**src/rtl/phy_seq_pkg.sv**
```systemverilog
package phy_seq_pkg;

  typedef enum logic [3:0] {
    S_IDLE,
    S_RST_WR,
    S_RST_RD,
    S_LNK0_RD,
    S_ADV_WR,
    S_CTL_RD,
    S_CTL_WR,
    S_AN_RD,
    S_LNK_RD,
    S_LP_RD
  } seq_state_t;

  typedef struct packed {
    logic        wr;
    logic [4:0]  regno;
    logic [15:0] wdata;
  } mgmt_cmd_t;

  localparam logic [4:0] REG_CTL = 5'd0;
  localparam logic [4:0] REG_STS = 5'd1;
  localparam logic [4:0] REG_ADV = 5'd4;
  localparam logic [4:0] REG_LP  = 5'd5;

  localparam int CTL_RESET_BIT   = 15;
  localparam int CTL_RESTART_BIT = 9;
  localparam int STS_LINK_BIT    = 3;
  localparam int STS_ANDONE_BIT  = 5;
  localparam int LP_100F_BIT     = 8;
  localparam int LP_10F_BIT      = 6;

  localparam logic [15:0] ADV_VALUE = (16'h1 << 8) | (16'h1 << 7) |
                                      (16'h1 << 6) | (16'h1 << 5) | 16'h1;

endpackage

```
**src/rtl/phy_seq_cmd.sv**
```systemverilog
module phy_seq_cmd
  import phy_seq_pkg::*;
(
  input  seq_state_t  st,
  input  logic [15:0] ctl_q,
  output logic        issue,
  output mgmt_cmd_t   cmd
);
  always_comb begin
    issue = 1'b1;
    cmd   = '{wr: 1'b0, regno: REG_CTL, wdata: 16'h0000};
    case (st)
      S_RST_WR: begin
        cmd.wr    = 1'b1;
        cmd.wdata = 16'h0001 << CTL_RESET_BIT;
      end
      S_RST_RD, S_CTL_RD: cmd.regno = REG_CTL;
      S_LNK0_RD, S_AN_RD, S_LNK_RD: cmd.regno = REG_STS;
      S_ADV_WR: begin
        cmd.wr    = 1'b1;
        cmd.regno = REG_ADV;
        cmd.wdata = ADV_VALUE;
      end
      S_CTL_WR: begin
        cmd.wr    = 1'b1;
        cmd.wdata = ctl_q | (16'h0001 << CTL_RESTART_BIT);
      end
      S_LP_RD: cmd.regno = REG_LP;
      default: issue = 1'b0;
    endcase
  end
endmodule

```
**src/rtl/phy_seq_port.sv**
```systemverilog
module phy_seq_port (
  input  logic clk,
  input  logic rst_n,
  input  logic issue,
  input  logic mreq_ready,
  input  logic mrsp_valid,
  output logic mreq_valid,
  output logic rsp_fire
);
  logic waiting_q;

  assign mreq_valid = issue && !waiting_q;
  assign rsp_fire   = waiting_q && mrsp_valid;

  always_ff @(posedge clk or negedge rst_n) begin
    if (!rst_n)                      waiting_q <= 1'b0;
    else if (mreq_valid && mreq_ready) waiting_q <= 1'b1;
    else if (rsp_fire)               waiting_q <= 1'b0;
  end
endmodule

```
**src/rtl/phy_seq_timer.sv**
```systemverilog
module phy_seq_timer #(
  parameter int TMO_W = 16
) (
  input  logic             clk,
  input  logic             rst_n,
  input  logic             clr,
  input  logic [TMO_W-1:0] limit,
  output logic             expired
);
  localparam logic [TMO_W-1:0] CNT_MAX = '1;
  logic [TMO_W-1:0] cnt_q;

  assign expired = (cnt_q >= limit);

  always_ff @(posedge clk or negedge rst_n) begin
    if (!rst_n)                cnt_q <= '0;
    else if (clr)              cnt_q <= '0;
    else if (cnt_q != CNT_MAX) cnt_q <= cnt_q + 1'b1;
  end
endmodule

```
**src/rtl/phy_seq_resolve.sv**
```systemverilog
module phy_seq_resolve (
  input  logic [2:0] abil,
  output logic       speed100,
  output logic       full
);
  always_comb begin
    if (abil[2])      begin speed100 = 1'b1; full = 1'b1; end
    else if (abil[1]) begin speed100 = 1'b1; full = 1'b0; end
    else if (abil[0]) begin speed100 = 1'b0; full = 1'b1; end
    else              begin speed100 = 1'b0; full = 1'b0; end
  end
endmodule

```
**src/rtl/phy_link_seq.sv**
```systemverilog
module phy_link_seq
  import phy_seq_pkg::*;
#(
  parameter logic [4:0] PHY_ADDR = 5'd1,
  parameter int         TMO_W    = 16
) (
  input  logic             clk,
  input  logic             rst_n,
  input  logic             start,
  input  logic [TMO_W-1:0] tmo_limit,
  output logic             mreq_valid,
  input  logic             mreq_ready,
  output logic             mreq_write,
  output logic [4:0]       mreq_phy,
  output logic [4:0]       mreq_reg,
  output logic [15:0]      mreq_wdata,
  input  logic             mrsp_valid,
  input  logic [15:0]      mrsp_rdata,
  output logic             busy,
  output logic             done,
  output logic             no_link,
  output logic             error,
  output logic             link_speed100,
  output logic             link_full
);
  seq_state_t  st_q, st_d;
  mgmt_cmd_t   cmd;
  logic        issue, rsp_fire, tmr_exp;
  logic [15:0] ctl_q;
  logic        res_spd, res_full;
  logic        set_err, set_nl, set_res, launch;

  phy_seq_cmd u_cmd (.st(st_q), .ctl_q(ctl_q), .issue(issue), .cmd(cmd));

  phy_seq_port u_port (
    .clk(clk), .rst_n(rst_n), .issue(issue), .mreq_ready(mreq_ready),
    .mrsp_valid(mrsp_valid), .mreq_valid(mreq_valid), .rsp_fire(rsp_fire)
  );

  phy_seq_timer #(.TMO_W(TMO_W)) u_tmr (
    .clk(clk), .rst_n(rst_n), .clr(st_d != st_q), .limit(tmo_limit),
    .expired(tmr_exp)
  );

  phy_seq_resolve u_res (
    .abil(mrsp_rdata[LP_100F_BIT:LP_10F_BIT]), .speed100(res_spd), .full(res_full)
  );

  assign mreq_write = cmd.wr;
  assign mreq_reg   = cmd.regno;
  assign mreq_wdata = cmd.wdata;
  assign mreq_phy   = PHY_ADDR;
  assign busy       = (st_q != S_IDLE);
  assign launch     = (st_q == S_IDLE) && start;

  always_comb begin
    st_d    = st_q;
    set_err = 1'b0;
    set_nl  = 1'b0;
    set_res = 1'b0;
    case (st_q)
      S_IDLE:   if (start) st_d = S_RST_WR;
      S_RST_WR: if (rsp_fire) st_d = S_RST_RD;
      S_RST_RD: if (rsp_fire) begin
        if (!mrsp_rdata[CTL_RESET_BIT]) st_d = S_LNK0_RD;
        else if (tmr_exp) begin st_d = S_IDLE; set_err = 1'b1; end
      end
      S_LNK0_RD: if (rsp_fire) begin
        if (mrsp_rdata[STS_LINK_BIT]) st_d = S_ADV_WR;
        else begin st_d = S_IDLE; set_nl = 1'b1; end
      end
      S_ADV_WR: if (rsp_fire) st_d = S_CTL_RD;
      S_CTL_RD: if (rsp_fire) st_d = S_CTL_WR;
      S_CTL_WR: if (rsp_fire) st_d = S_AN_RD;
      S_AN_RD: if (rsp_fire) begin
        if (mrsp_rdata[STS_ANDONE_BIT]) st_d = S_LNK_RD;
        else if (tmr_exp) begin st_d = S_IDLE; set_err = 1'b1; end
      end
      S_LNK_RD: if (rsp_fire) begin
        if (mrsp_rdata[STS_LINK_BIT]) st_d = S_LP_RD;
        else if (tmr_exp) begin st_d = S_IDLE; set_err = 1'b1; end
      end
      S_LP_RD: if (rsp_fire) begin st_d = S_IDLE; set_res = 1'b1; end
      default: st_d = S_IDLE;
    endcase
  end

  always_ff @(posedge clk or negedge rst_n) begin
    if (!rst_n) begin
      st_q          <= S_IDLE;
      ctl_q         <= '0;
      done          <= 1'b0;
      error         <= 1'b0;
      no_link       <= 1'b0;
      link_speed100 <= 1'b0;
      link_full     <= 1'b0;
    end else begin
      st_q <= st_d;
      if (st_q == S_CTL_RD && rsp_fire) ctl_q <= mrsp_rdata;
      if (launch) begin
        done          <= 1'b0;
        error         <= 1'b0;
        no_link       <= 1'b0;
        link_speed100 <= 1'b0;
        link_full     <= 1'b0;
      end else if (set_err) begin
        error <= 1'b1;
      end else if (set_nl) begin
        no_link       <= 1'b1;
        done          <= 1'b1;
        link_speed100 <= 1'b0;
        link_full     <= 1'b0;
      end else if (set_res) begin
        done          <= 1'b1;
        link_speed100 <= res_spd;
        link_full     <= res_full;
      end
    end
  end
endmodule

```
**config.mk**
```make
export PLATFORM = sky130hd
export DESIGN_NAME = phy_link_seq
export DESIGN_NICKNAME = d
export VERILOG_FILES = /design/src/rtl/phy_seq_pkg.sv /design/src/rtl/phy_seq_cmd.sv /design/src/rtl/phy_seq_port.sv /design/src/rtl/phy_seq_timer.sv /design/src/rtl/phy_seq_resolve.sv /design/src/rtl/phy_link_seq.sv
export SDC_FILE = /design/constraint.sdc
export NUM_CORES = 1
export LEC_CHECK = 0
export BUFFER_PORTS_ARGS = -buffer_cell sky130_fd_sc_hd__buf_2
export CORE_UTILIZATION = 54
export DETAILED_ROUTE_END_ITERATION = 16
export PLACE_DENSITY = 0.8
export SYNTH_ARGS = -nofsm -noshare
export SYNTH_HDL_FRONTEND = slang
export SYNTH_SLANG_ARGS = --single-unit
```
**constraint.sdc**
```tcl
create_clock -name clk -period 3 [get_ports clk]
set_clock_uncertainty 0.15 [all_clocks]
set_input_delay 0 -clock clk [delete_from_list [all_inputs] [get_ports clk]]
set_output_delay 0 -clock clk [all_outputs]
set_load 0.01 [all_outputs]
```
==> impl_metrics.tcl <==
set metrics [dict create \
    syn_area_per_cell_um2 8.99 \
    critPathSlowestCell "dfrtp_1" \
    min_from "mrsp_valid" \
    synth_top_area_share_pct 34.5 \
    worst-path-buf-inv 1 \
    finalMaxSlewViolations 0 \
    num_io_pins 71 \
    criticalPathCategory "reg -> reg" \
    avgRoutedWirePerCell_um 15.0 \
    timing.fmax_mhz 361 \
    synth_warnings 0 \
    start_util_pct 57.2 \
    firstDrtPassIters 5 \
    async_reset_ff_share_pct 100 \
    cp_data_arrival_time_ns 2.81 \
    ys_seq_area_share_pct 34.5 \
    synth_seq_cells 41 \
    cap_violations 0 \
    grt_first_pass_wirelength_mm 12.6 \
    synth_area_um2 2980 \
    worstSetupStartpointType "flop" \
    crit_path_end_kind "flop" \
    top_layer "met4" \
    powerDensity_nw_per_um2 665 \
    status "complete, no violations" \
    core.rowCount 26 \
    htree_levels 2 \
    via_per_inst 5.74 \
    chipHeight_um 76.2 \
    met3_length_um 503 \
    routabilityCongestion 0.899 \
    diodes 0 \
    numPortBuffers 61 \
    place_ws_ns 0.131 \
    cts_sinks 41 \
    most-common-layout-cells "buf_2, dfrtp_1, nand2_1" \
    r2r_start "u_tmr.cnt_q[2]" \
    ir_drop_v 0.000412 \
    cp.required_ns 3.04 \
    tightest_slew_ns 0.920 \
    die_w_um 76.2 \
    place_area_um2 3330 \
    met1_length_mm 3.12 \
    min_period_ns 2.77 \
    netlist_top_cells_area "dfrtp_1, ha_1, mux2_2" \
    antenna_found_initial 0 \
    synth_edf_count 0 \
    hold_class "in -> reg" \
    grt.overflow.total 0 \
    slew_headroom_pct 38.6 \
    grt_usage_pct 26.8 \
    num-nets-final 466 \
    drive_above_1_share_pct 28.6 \
    postLayoutCellArea_um2 3670 \
    yosys.area.top_type "dfrtp_1" \
    syn_to_final_growth_pct 23.4 \
    finalCritPeriodShare_pct 92.3 \
    num_vias 2772 \
    clk_pin_slew_ns 0.09 \
    drc_errors 0 \
    slowest_delay_ns 0.47 \
    cts-root-buf "clkbuf_8" \
    wl_met2_mm 3.47 \
    clockBufferDepth 2 \
    core_area_um2 5200 \
    crit_path_cell_trace "ha_1, a211o_1, a31oi_1, o221ai_2, a211oi_4, a31oi_2, buf_4, nor4_1" \
    cts_tree "built" \
    synth_cell_types 56 \
    crit_start "u_tmr.cnt_q[2]" \
    dp_cells 456 \
    rsz0062_at_grt "false" \
    drtIter0Drc 307 \
    dieArea_um2 5810 \
    drt_wl_total_mm 7.22 \
    grt_max_degree 42 \
    postRouteAntennaNets 0 \
    setup_viol 0 \
    worst_skew_pair.late_latency_ns 0.30 \
    fin_ws_ns 0.231 \
    fin_util_pct 70.6 \
    layout.cells.most_common "buf_2" \
    hold_viol 0 \
    grt_pass1_vias 2639 \
    fin_setup_tns_ns 0 \
    syn-instance-count 331 \
    synth_flop_cell "dfrtp_1" \
    leakage_uw 0.00185 \
    critPathTopFamily "compound AO/OA/AOI/OAI gates" \
    dp_hpwl_mm 4.96 \
    fin_cells 483 \
    cts_made_buffers 5 \
    critPathMaxFanout 16 \
]
## Yosys cell counts, drive strengths merged (2+ instances only)
cell type / instances
inv: 28
nor3b: 2
buf: 13
nand4b: 2
a31o: 2
xor2: 8
dfrtp: 41
o211ai: 3
o21ai: 8
and2: 11
a21o: 2
a31oi: 5
nor2: 17
nor4: 19
and3: 4
conb: 2
a32oi: 2
o221ai: 2
or2: 3
a211oi: 2
nand2: 32
clkbuf: 9
nand2b: 6
a21oi: 25
nor3: 6
o22ai: 2
nor2b: 5
o311ai: 2
nand3: 11
nand4: 8
ha: 17
mux2: 17
xnor2: 2
## cell type report
| cell class | count | area, um2 |
|---|---|---|
| Tap cell | 70 | 87.6 |
| Sequential cell | 41 | 1030 |
| Clock inverter | 3 | 68.8 |
| Clock buffer | 5 | 68.8 |
| Inverter | 28 | 105 |
| Timing Repair Buffer | 90 | 571 |
| Multi-Input combinational cell | 246 | 1750 |
| Fill cell | 411 | 1530 |
## timing repair
action	4_1_cts	5_1_grt
endpoints found under the hold margin	64	0
hold buffers	19	0
endpoints found under the setup margin	0	4
buffers inserted	0	0
gates resized for setup	0	1
## layer usage
| metal | vias to the layer above | GRT usage (%) |
|---|---|---|
| met1 | 1305 | 36.2 |
| met5 | - | 0 |
| met3 | 12 | 5.15 |
| li1 | 1321 | - |
| met4 | 0 | 10.0 |
| met2 | 134 | 42.4 |
## final timing paths
kind,endpoint,slack [ns],cells after the start
min in group asynchronous,u_port.waiting_q,0.22,2
setup / recovery,u_tmr.cnt_q[5],0.23,8
hold / removal,error,0.1,3
max in group asynchronous,ctl_q[1],1.90,2
setup reg to reg,u_tmr.cnt_q[5],0.23,8
hold reg to reg,ctl_q[12],0.35,1
## state kept, by name (all words and copies together) (netlist names)
signal and cells:
link_full 1, no_link 1, done 1, ctl_q 15
u_port.waiting_q 1, link_speed100 1, u_tmr.cnt_q 16, st_q 4
error 1
## power breakdown
part / internal, uW / switching [uW] / leakage, uW
clock network: 335 / 213 / 0.0000687
logic: 452 / 614 / 0.00124
registers: 703 / 123 / 0.000545
## worst reg2reg max path, delay by kind of cell, from the launching register on
kind	cells	cell delay, ns
flip-flops	1	0.47
AO/OA/AOI/OAI	5	1.19
AND/OR/NAND/NOR	1	0.31
adder cells (fa/ha/maj)	1	0.32
buffers and inverters	1	0.23
## cell families after synthesis
logic type / Yosys count / synth area share (%)
and+or+nand+nor: 129 / 25.5
AOI/OAI and AO/OA: 65 / 15.3
buffers and inverters: 50 / 8.03
DFF: 41 / 34.5
adders and majority gates: 17 / 7.15
muxes: 17 / 6.43
xor gates and xnor gates: 10 / 2.94
other: 2 / 0.252
## per-stage QoR
step | power (uW) | hold slack (ns)
after floorplan | 1570 | -0.446
after global placement | 1810 | 0.0277
after detailed placement | 1850 | 0.0389
after CTS | 2420 | 0.0860
after global routing | 2600 | 0.134
final | 2440 | 0.0986
No activity file was read; power rests on OpenSTA's default activity.
